===== src/rtl/rrb_pkg.sv =====
package rrb_pkg;

   typedef enum logic {
      RB_IDLE   = 1'b0,
      RB_REPLAY = 1'b1
   } rb_mode_e;

   function automatic int rrb_addr_bits(input int n);
      return (n > 1) ? $clog2(n) : 1;
   endfunction

endpackage


===== src/rtl/rrb_slot_store.sv =====
module rrb_slot_store #(
   parameter int DEPTH  = 8,
   parameter int DATA_W = 16,
   parameter int TAG_W  = 4,
   parameter int AW     = 3
) (
   input  logic                          clk,
   input  logic                          rst_n,
   input  logic                          wr_en,
   input  logic [AW-1:0]                 wr_idx,
   input  logic [DATA_W-1:0]             wr_data,
   input  logic [TAG_W-1:0]              wr_tag,
   input  logic                          wr_relay,
   input  logic [DEPTH-1:0]              clr_vec,
   output logic [DEPTH-1:0]              valid_o,
   output logic [DEPTH-1:0][TAG_W-1:0]   tag_o,
   output logic [DEPTH-1:0]              relay_o,
   output logic [DEPTH-1:0][DATA_W-1:0]  data_o
);

   for (genvar g = 0; g < DEPTH; g++) begin : g_slot
      logic wr_hit;
      assign wr_hit = wr_en && (wr_idx == AW'(g));

      always_ff @(posedge clk) begin
         if (!rst_n) begin
            valid_o[g] <= 1'b0;
         end else if (wr_hit) begin
            valid_o[g] <= 1'b1;
         end else if (clr_vec[g]) begin
            valid_o[g] <= 1'b0;
         end
      end

      always_ff @(posedge clk) begin
         if (wr_hit) begin
            tag_o[g]   <= wr_tag;
            relay_o[g] <= wr_relay;
            data_o[g]  <= wr_data;
         end
      end
   end

endmodule


===== src/rtl/rrb_free_pick.sv =====
module rrb_free_pick #(
   parameter int DEPTH = 8,
   parameter int AW    = 3
) (
   input  logic [DEPTH-1:0] valid_i,
   output logic [AW-1:0]    free_idx,
   output logic             any_free
);

   always_comb begin
      free_idx = '0;
      for (int i = DEPTH - 1; i >= 0; i--) begin
         if (!valid_i[i]) free_idx = AW'(i);
      end
   end

   assign any_free = ~&valid_i;

endmodule


===== src/rtl/rrb_tag_match.sv =====
module rrb_tag_match #(
   parameter int DEPTH = 8,
   parameter int TAG_W = 4
) (
   input  logic [DEPTH-1:0]             valid_i,
   input  logic [DEPTH-1:0][TAG_W-1:0]  tag_i,
   input  logic [TAG_W-1:0]             key_i,
   output logic [DEPTH-1:0]             match_vec
);

   for (genvar g = 0; g < DEPTH; g++) begin : g_cmp
      assign match_vec[g] = valid_i[g] && (tag_i[g] == key_i);
   end

endmodule


===== src/rtl/rrb_oldest_pick.sv =====
module rrb_oldest_pick #(
   parameter int DEPTH = 8,
   parameter int TAG_W = 4,
   parameter int AW    = 3
) (
   input  logic [DEPTH-1:0]             valid_i,
   input  logic [DEPTH-1:0][TAG_W-1:0]  tag_i,
   input  logic [TAG_W-1:0]             next_tag,
   output logic [AW-1:0]                old_idx,
   output logic                         any_o
);

   logic [DEPTH:0][TAG_W-1:0] best_d;
   logic [DEPTH:0][AW-1:0]    best_i;
   logic [DEPTH:0]            best_v;

   assign best_d[0] = '0;
   assign best_i[0] = '0;
   assign best_v[0] = 1'b0;

   for (genvar g = 0; g < DEPTH; g++) begin : g_stage
      logic [TAG_W-1:0] age;
      logic             take;
      assign age  = next_tag - tag_i[g];
      assign take = valid_i[g] && (!best_v[g] || (age > best_d[g]));
      assign best_d[g+1] = take ? age : best_d[g];
      assign best_i[g+1] = take ? AW'(g) : best_i[g];
      assign best_v[g+1] = best_v[g] | valid_i[g];
   end

   assign old_idx = best_i[DEPTH];
   assign any_o   = best_v[DEPTH];

endmodule


===== src/rtl/relay_retain_buf.sv =====
module relay_retain_buf
   import rrb_pkg::*;
#(
   parameter int DATA_W    = 16,
   parameter int TAG_W     = 4,
   parameter int IN_MSGS   = 1,
   parameter int OUT_MSGS  = 0,
   parameter int WIRE_MSGS = 2
) (
   input  logic              clk,
   input  logic              rst_n,
   input  logic              snd_valid,
   input  logic [DATA_W-1:0] snd_data,
   input  logic              snd_relay,
   output logic              snd_ready,
   output logic [TAG_W-1:0]  snd_tag,
   input  logic              ack_valid,
   input  logic              ack_lvl2,
   input  logic [TAG_W-1:0]  ack_tag,
   output logic              ack_err,
   input  logic              rec_req,
   output logic              rp_valid,
   output logic [DATA_W-1:0] rp_data,
   output logic [TAG_W-1:0]  rp_tag,
   output logic              rp_done
);

   localparam int DEPTH = 6 * IN_MSGS + 5 * OUT_MSGS + WIRE_MSGS;
   localparam int AW    = rrb_addr_bits(DEPTH);

   if (DEPTH < 2) begin : g_bad_depth
      $error("relay_retain_buf: capacity must be at least two entries");
   end
   if (TAG_W <= AW) begin : g_bad_tag
      $error("relay_retain_buf: TAG_W must exceed the slot index width");
   end
   if (DATA_W < 1) begin : g_bad_data
      $error("relay_retain_buf: DATA_W must be positive");
   end

   rb_mode_e                    mode_q;
   logic [TAG_W-1:0]            seq_q;
   logic                        ack_err_q;

   logic [DEPTH-1:0]            slot_valid;
   logic [DEPTH-1:0][TAG_W-1:0] slot_tag;
   logic [DEPTH-1:0]            slot_relay;
   logic [DEPTH-1:0][DATA_W-1:0] slot_data;

   logic [AW-1:0]               free_idx;
   logic                        any_free;
   logic [DEPTH-1:0]            ack_match;
   logic [DEPTH-1:0]            seq_match;
   logic [DEPTH-1:0]            ack_hit;
   logic                        ack_quiet;
   logic [AW-1:0]               old_idx;
   logic                        any_live;

   logic                        in_idle;
   logic                        wr_en;
   logic                        ack_take;
   logic                        rp_fire;
   logic [DEPTH-1:0]            rp_onehot;
   logic [DEPTH-1:0]            clr_vec;

   rrb_slot_store #(
      .DEPTH (DEPTH),
      .DATA_W(DATA_W),
      .TAG_W (TAG_W),
      .AW    (AW)
   ) i_store (
      .clk     (clk),
      .rst_n   (rst_n),
      .wr_en   (wr_en),
      .wr_idx  (free_idx),
      .wr_data (snd_data),
      .wr_tag  (seq_q),
      .wr_relay(snd_relay),
      .clr_vec (clr_vec),
      .valid_o (slot_valid),
      .tag_o   (slot_tag),
      .relay_o (slot_relay),
      .data_o  (slot_data)
   );

   rrb_free_pick #(
      .DEPTH(DEPTH),
      .AW   (AW)
   ) i_free (
      .valid_i (slot_valid),
      .free_idx(free_idx),
      .any_free(any_free)
   );

   rrb_tag_match #(
      .DEPTH(DEPTH),
      .TAG_W(TAG_W)
   ) i_ack_cam (
      .valid_i  (slot_valid),
      .tag_i    (slot_tag),
      .key_i    (ack_tag),
      .match_vec(ack_match)
   );

   rrb_tag_match #(
      .DEPTH(DEPTH),
      .TAG_W(TAG_W)
   ) i_seq_cam (
      .valid_i  (slot_valid),
      .tag_i    (slot_tag),
      .key_i    (seq_q),
      .match_vec(seq_match)
   );

   rrb_oldest_pick #(
      .DEPTH(DEPTH),
      .TAG_W(TAG_W),
      .AW   (AW)
   ) i_age (
      .valid_i (slot_valid),
      .tag_i   (slot_tag),
      .next_tag(seq_q),
      .old_idx (old_idx),
      .any_o   (any_live)
   );

   assign in_idle = (mode_q == RB_IDLE);

   // Send side: stall while full, replaying, or while the next tag is still live
   assign snd_ready = in_idle && !rec_req && any_free && !(|seq_match);
   assign wr_en     = snd_valid && snd_ready;
   assign snd_tag   = seq_q;

   // Acknowledgements: level must agree with the relay flag of the entry
   assign ack_take  = ack_valid && in_idle;
   assign ack_hit   = ack_match & ~(slot_relay ^ {DEPTH{ack_lvl2}});
   assign ack_quiet = !ack_lvl2 && (|(ack_match & slot_relay));

   // Replay side
   assign rp_fire   = !in_idle && any_live;
   assign rp_onehot = {{(DEPTH-1){1'b0}}, 1'b1} << old_idx;
   assign clr_vec   = (ack_take ? ack_hit : '0) | (rp_fire ? rp_onehot : '0);

   assign rp_valid  = rp_fire;
   assign rp_done   = !in_idle && !any_live;
   assign rp_data   = slot_data[old_idx];
   assign rp_tag    = slot_tag[old_idx];
   assign ack_err   = ack_err_q;

   always_ff @(posedge clk) begin
      if (!rst_n) begin
         mode_q    <= RB_IDLE;
         seq_q     <= '0;
         ack_err_q <= 1'b0;
      end else begin
         ack_err_q <= ack_take && !(|ack_hit) && !ack_quiet;
         if (wr_en) seq_q <= seq_q + 1'b1;
         unique case (mode_q)
            RB_IDLE:   if (rec_req) mode_q <= RB_REPLAY;
            RB_REPLAY: if (!any_live) mode_q <= RB_IDLE;
            default:   mode_q <= RB_IDLE;
         endcase
      end
   end

endmodule


===== config.mk =====
export PLATFORM = sky130hd
export DESIGN_NAME = relay_retain_buf
export DESIGN_NICKNAME = d
export VERILOG_FILES = /design/src/rtl/rrb_pkg.sv /design/src/rtl/rrb_slot_store.sv /design/src/rtl/rrb_free_pick.sv /design/src/rtl/rrb_tag_match.sv /design/src/rtl/rrb_oldest_pick.sv /design/src/rtl/relay_retain_buf.sv
export SDC_FILE = /design/constraint.sdc
export NUM_CORES = 1
export LEC_CHECK = 0
export ABC_AREA = 1
export ABC_CLOCK_PERIOD_IN_PS = 10350
export BUFFER_PORTS_ARGS = -buffer_cell sky130_fd_sc_hd__buf_4
export CAP_MARGIN = 20
export CELL_PAD_IN_SITES_DETAIL_PLACEMENT = 1
export CELL_PAD_IN_SITES_GLOBAL_PLACEMENT = 1
export CORE_UTILIZATION = 45
export CTS_BUF_LIST = sky130_fd_sc_hd__clkbuf_8
export DETAILED_ROUTE_END_ITERATION = 12
export GPL_TIMING_DRIVEN = 0
export PLACE_DENSITY_LB_ADDON = 0.1
export SLEW_MARGIN = 0
export SYNTH_ARGS = -nofsm -noshare
export SYNTH_HDL_FRONTEND = slang
export SYNTH_SLANG_ARGS = --single-unit

===== constraint.sdc =====
create_clock -name clk -period 10.35 [get_ports clk]
set_input_delay 1.035 -clock clk [delete_from_list [all_inputs] [get_ports clk]]
set_output_delay 1.035 -clock clk [all_outputs]
set_load 0.1 [all_outputs]

==> flow_summary.ini <==
[clock_tree]
numClockSinks = 182
clk_path_buf_depth = 2
h-tree-depth = 4
clk-insertion-delay-late_ns = 0.50
root_buffer = clkbuf_8
clkTransAtPathRegs_ns = 0.10
cts_tree = done
cts_made_buffers = 17

[job]
cap_violations = 0

[logic_synthesis]
avgSynthCellArea_um2 = 9.38
synth_area_mm2 = 0.0106
ys.flop_type = edfxtp_1
syn-num-nets = 1214
synth_cell_types = 48
synth-edff-count = 168
synth-seq-area-share_pct = 50.0
yosysWarnings = 0
async_flop_share_pct = 0
syn_inst = 1135
synth_seq_cells = 182

[routing]
ant_nets = 0
routed_wl_mm = 41.3
dr.first_iter.drc_count = 923
routed-via-count = 9781
routedWlPerCell_um = 25.7
drcViolationCount = 0
vias_per_cell = 6.08
first_pass_iters = 5

[timing]
hold_ws_ns = 0.638
relSlewSlack_pct = 33.0
final-hold-violation-count = 0
tightest_slew_ns = 1.00
skew_ns = 0.0236
postLayoutSetupSlackWorst_ns = -1.03
clock.fmax_ghz = 0.0879
fin_crit_ns = 11.38
rsz0062_at_grt = yes
period_share_pct = 110
setup_viol = 20
drv_slew = 0
setup_tns_ns = -19.33

[floorplanning]
dieHeight_um = 156
ios = 55
die_area_mm2 = 0.0243
start_util_pct = 46.4
rows = 55
core_mm2 = 0.0229
die_w_um = 156

[critical_path]
r2r_cells = 83
worst_setup_path_end_kind = output port
rr_startpoint = snd_tag[0]
arrival_ns = 10.34
startpoint = snd_tag[0]
cpMostUsedCell = nand2_1
rrSetupSlack_ns = 0.46
cp-start-kind = register
reg2reg_to = i_store.valid_o[3]
slowest_delay_ns = 0.37
critPathCapture = rp_data[15]
cp_slowest_cell = dfxtp_4
critPathRequiredTime_ns = 9.32
worstPathMaxFanout = 8
path_class = register to output port

[final_layout]
synthToLayoutAreaGrowth_pct = 34.5
nets = 1362
drive_gt1_share_pct = 35.8
stdcell_count = 1609
num_antenna_cells = 0

[status]
status = finished, violations left
violations = negative setup slack

[worst_hold_path]
min_from = i_store.valid_o[0]
hp-class = register to register

[grt]
grt_max_degree = 29
busiest_layer = met2
grt_pass1_wl_mm = 56.9
met1_usage_pct = 42.5
grt_util_all_layers_pct = 32.2
use_met2_pct = 52.3
antenna_found_initial = 0
grtUsageMet3_pct = 5.69
grt_pass1_vias = 9617
grt_overflow = 0

[placed_design]
dp_hpwl_mm = 24.7
gp_congestion = 0.921
dp_cells = 1503
io_buffer_count = 51

[power_and_ir_drop]
pwr_density_cell_mw_per_mm2 = 116
power.total_mw = 1.66
peakVddDrop_uv = 92.9
p_leak_nw = 5.83
## cell usage after synthesis, drive strengths merged (4+ instances only)
| cell type | number | share of area [%] |
|---|---|---|
| a2111oi | 8 | 0.66 |
| a21oi | 34 | 1.8 |
| buf | 37 | 2.7 |
| clkbuf | 13 | 0.72 |
| dfxtp | 14 | 2.6 |
| edfxtp | 168 | 47 |
| fa | 8 | 1.5 |
| ha | 44 | 5.2 |
| inv | 123 | 4.3 |
| nand2 | 203 | 8.1 |
| nand3 | 189 | 9.5 |
| nand3b | 4 | 0.32 |
| nand4 | 69 | 4.1 |
| nor2 | 108 | 3.9 |
| nor3 | 4 | 0.19 |
| nor4 | 4 | 0.24 |
| o21ai | 30 | 1.4 |
| o21bai | 9 | 0.63 |
| o22ai | 16 | 0.94 |
| xnor2 | 11 | 0.91 |
| xor2 | 15 | 1.2 |
## registers in the layout, indices dropped and copies added, names as in the netlist
signal           cells
i_store.tag_o       32
mode_q               1
i_store.relay_o      8
i_store.data_o     128
ack_err              1
i_store.valid_o      8
snd_tag              4
## per-stage QoR
| step | util [%] | setup WS (ns) | area [um2] |
|---|---|---|---|
| 4_1_cts | 59.5 | -0.549 | 13600 |
| 3_5_place_dp | 51.4 | -1.50 | 11800 |
| 6_report | 62.4 | -1.03 | 14300 |
| 5_1_grt | 62.4 | -1.60 | 14300 |
| 2_1_floorplan | - | 0.00738 | 10900 |
| 3_3_place_gp | 50.8 | -1.31 | 11600 |
## cell type report
| class | count | area [um2] |
|---|---|---|
| clock inverters | 15 | 199 |
| multi-input cells | 772 | 5610 |
| fillers | 2440 | 8610 |
| flip-flops and latches | 182 | 5340 |
| inverters | 126 | 479 |
| well taps | 313 | 392 |
| repair buffers | 129 | 1510 |
| clock buffers | 17 | 234 |
| plain buffers | 55 | 556 |
## cells in the final DEF (no fill, tap or decap), types with 4 or more instances in the layout
master and n:
nand3_1 109, o22ai_1 16, nor3_1 4, nand3_2 67, nand2_2 35, nor4_1 4, xor2_1 15, buf_8 9
ha_1 33, a2111oi_0 8, nor2_1 34, clkbuf_8 21, buf_2 8, o21bai_1 9, nand2_1 153, buf_4 93
edfxtp_1 168, o21ai_4 8, ha_4 9, clkbuf_16 5, dfxtp_1 11, nand4_1 69, inv_1 106, o21ai_0 14
fa_1 6, clkbuf_1 5, xnor2_1 10, nor2_4 38, buf_12 31, o21ai_2 5, nor2_2 36, buf_6 17
nand2_4 12, inv_2 15, inv_6 5, clkinv_8 5, nand3_4 13, a21oi_1 31
## power by group
group / total (mW) / switching, mW / internal, mW
Combinational: 0.310 / 0.197 / 0.112
Clock: 0.536 / 0.327 / 0.209
Sequential: 0.817 / 0.00878 / 0.809
Total: 1.66 / 0.533 / 1.13
## how the worst min path moves through the flow
stage,to,slack [ns],depth (start not counted)
finish,i_store.valid_o[0],0.64,3
global route,i_store.tag_o[22],0.67,0
CTS,i_store.valid_o[0],0.64,3
detailed placement,i_store.tag_o[20],0.59,0
global placement,i_store.tag_o[16],0.58,0
floorplan,i_store.valid_o[0],0.57,3
## per-layer routing
metal | vias up | routed length, um
met4 | 0 | 1720
met1 | 4892 | 16900
met2 | 483 | 19800
li1 | 4282 | -
met5 | - | 0
met3 | 124 | 2890
## cell families after synthesis
group | synth area share (%)
buffers and inverters | 8.35
and+or+nand+nor | 26.7
muxes | 0.0941
xor gates and xnor gates | 2.14
adders and majority gates | 6.68
AOI/OAI and AO/OA | 5.97
DFF | 50.0
## critical path: cells and delay by family, from the launching register on
kind | cells | cell delay [ns]
simple gates | 49 | 4.06
flops | 1 | 0.37
compound gates | 12 | 1.54
buf+inv | 15 | 1.46
fa+ha+maj | 9 | 2.39
## timing repair
item                       4_1_cts  5_1_grt
setup endpoints to repair       27       22
pin swaps                       63       70
buffers inserted                46       19
cloned                           6        5
hold buffers                     0        0
resized for setup              240       90
Note: power is estimated with default switching activity, not from simulation.
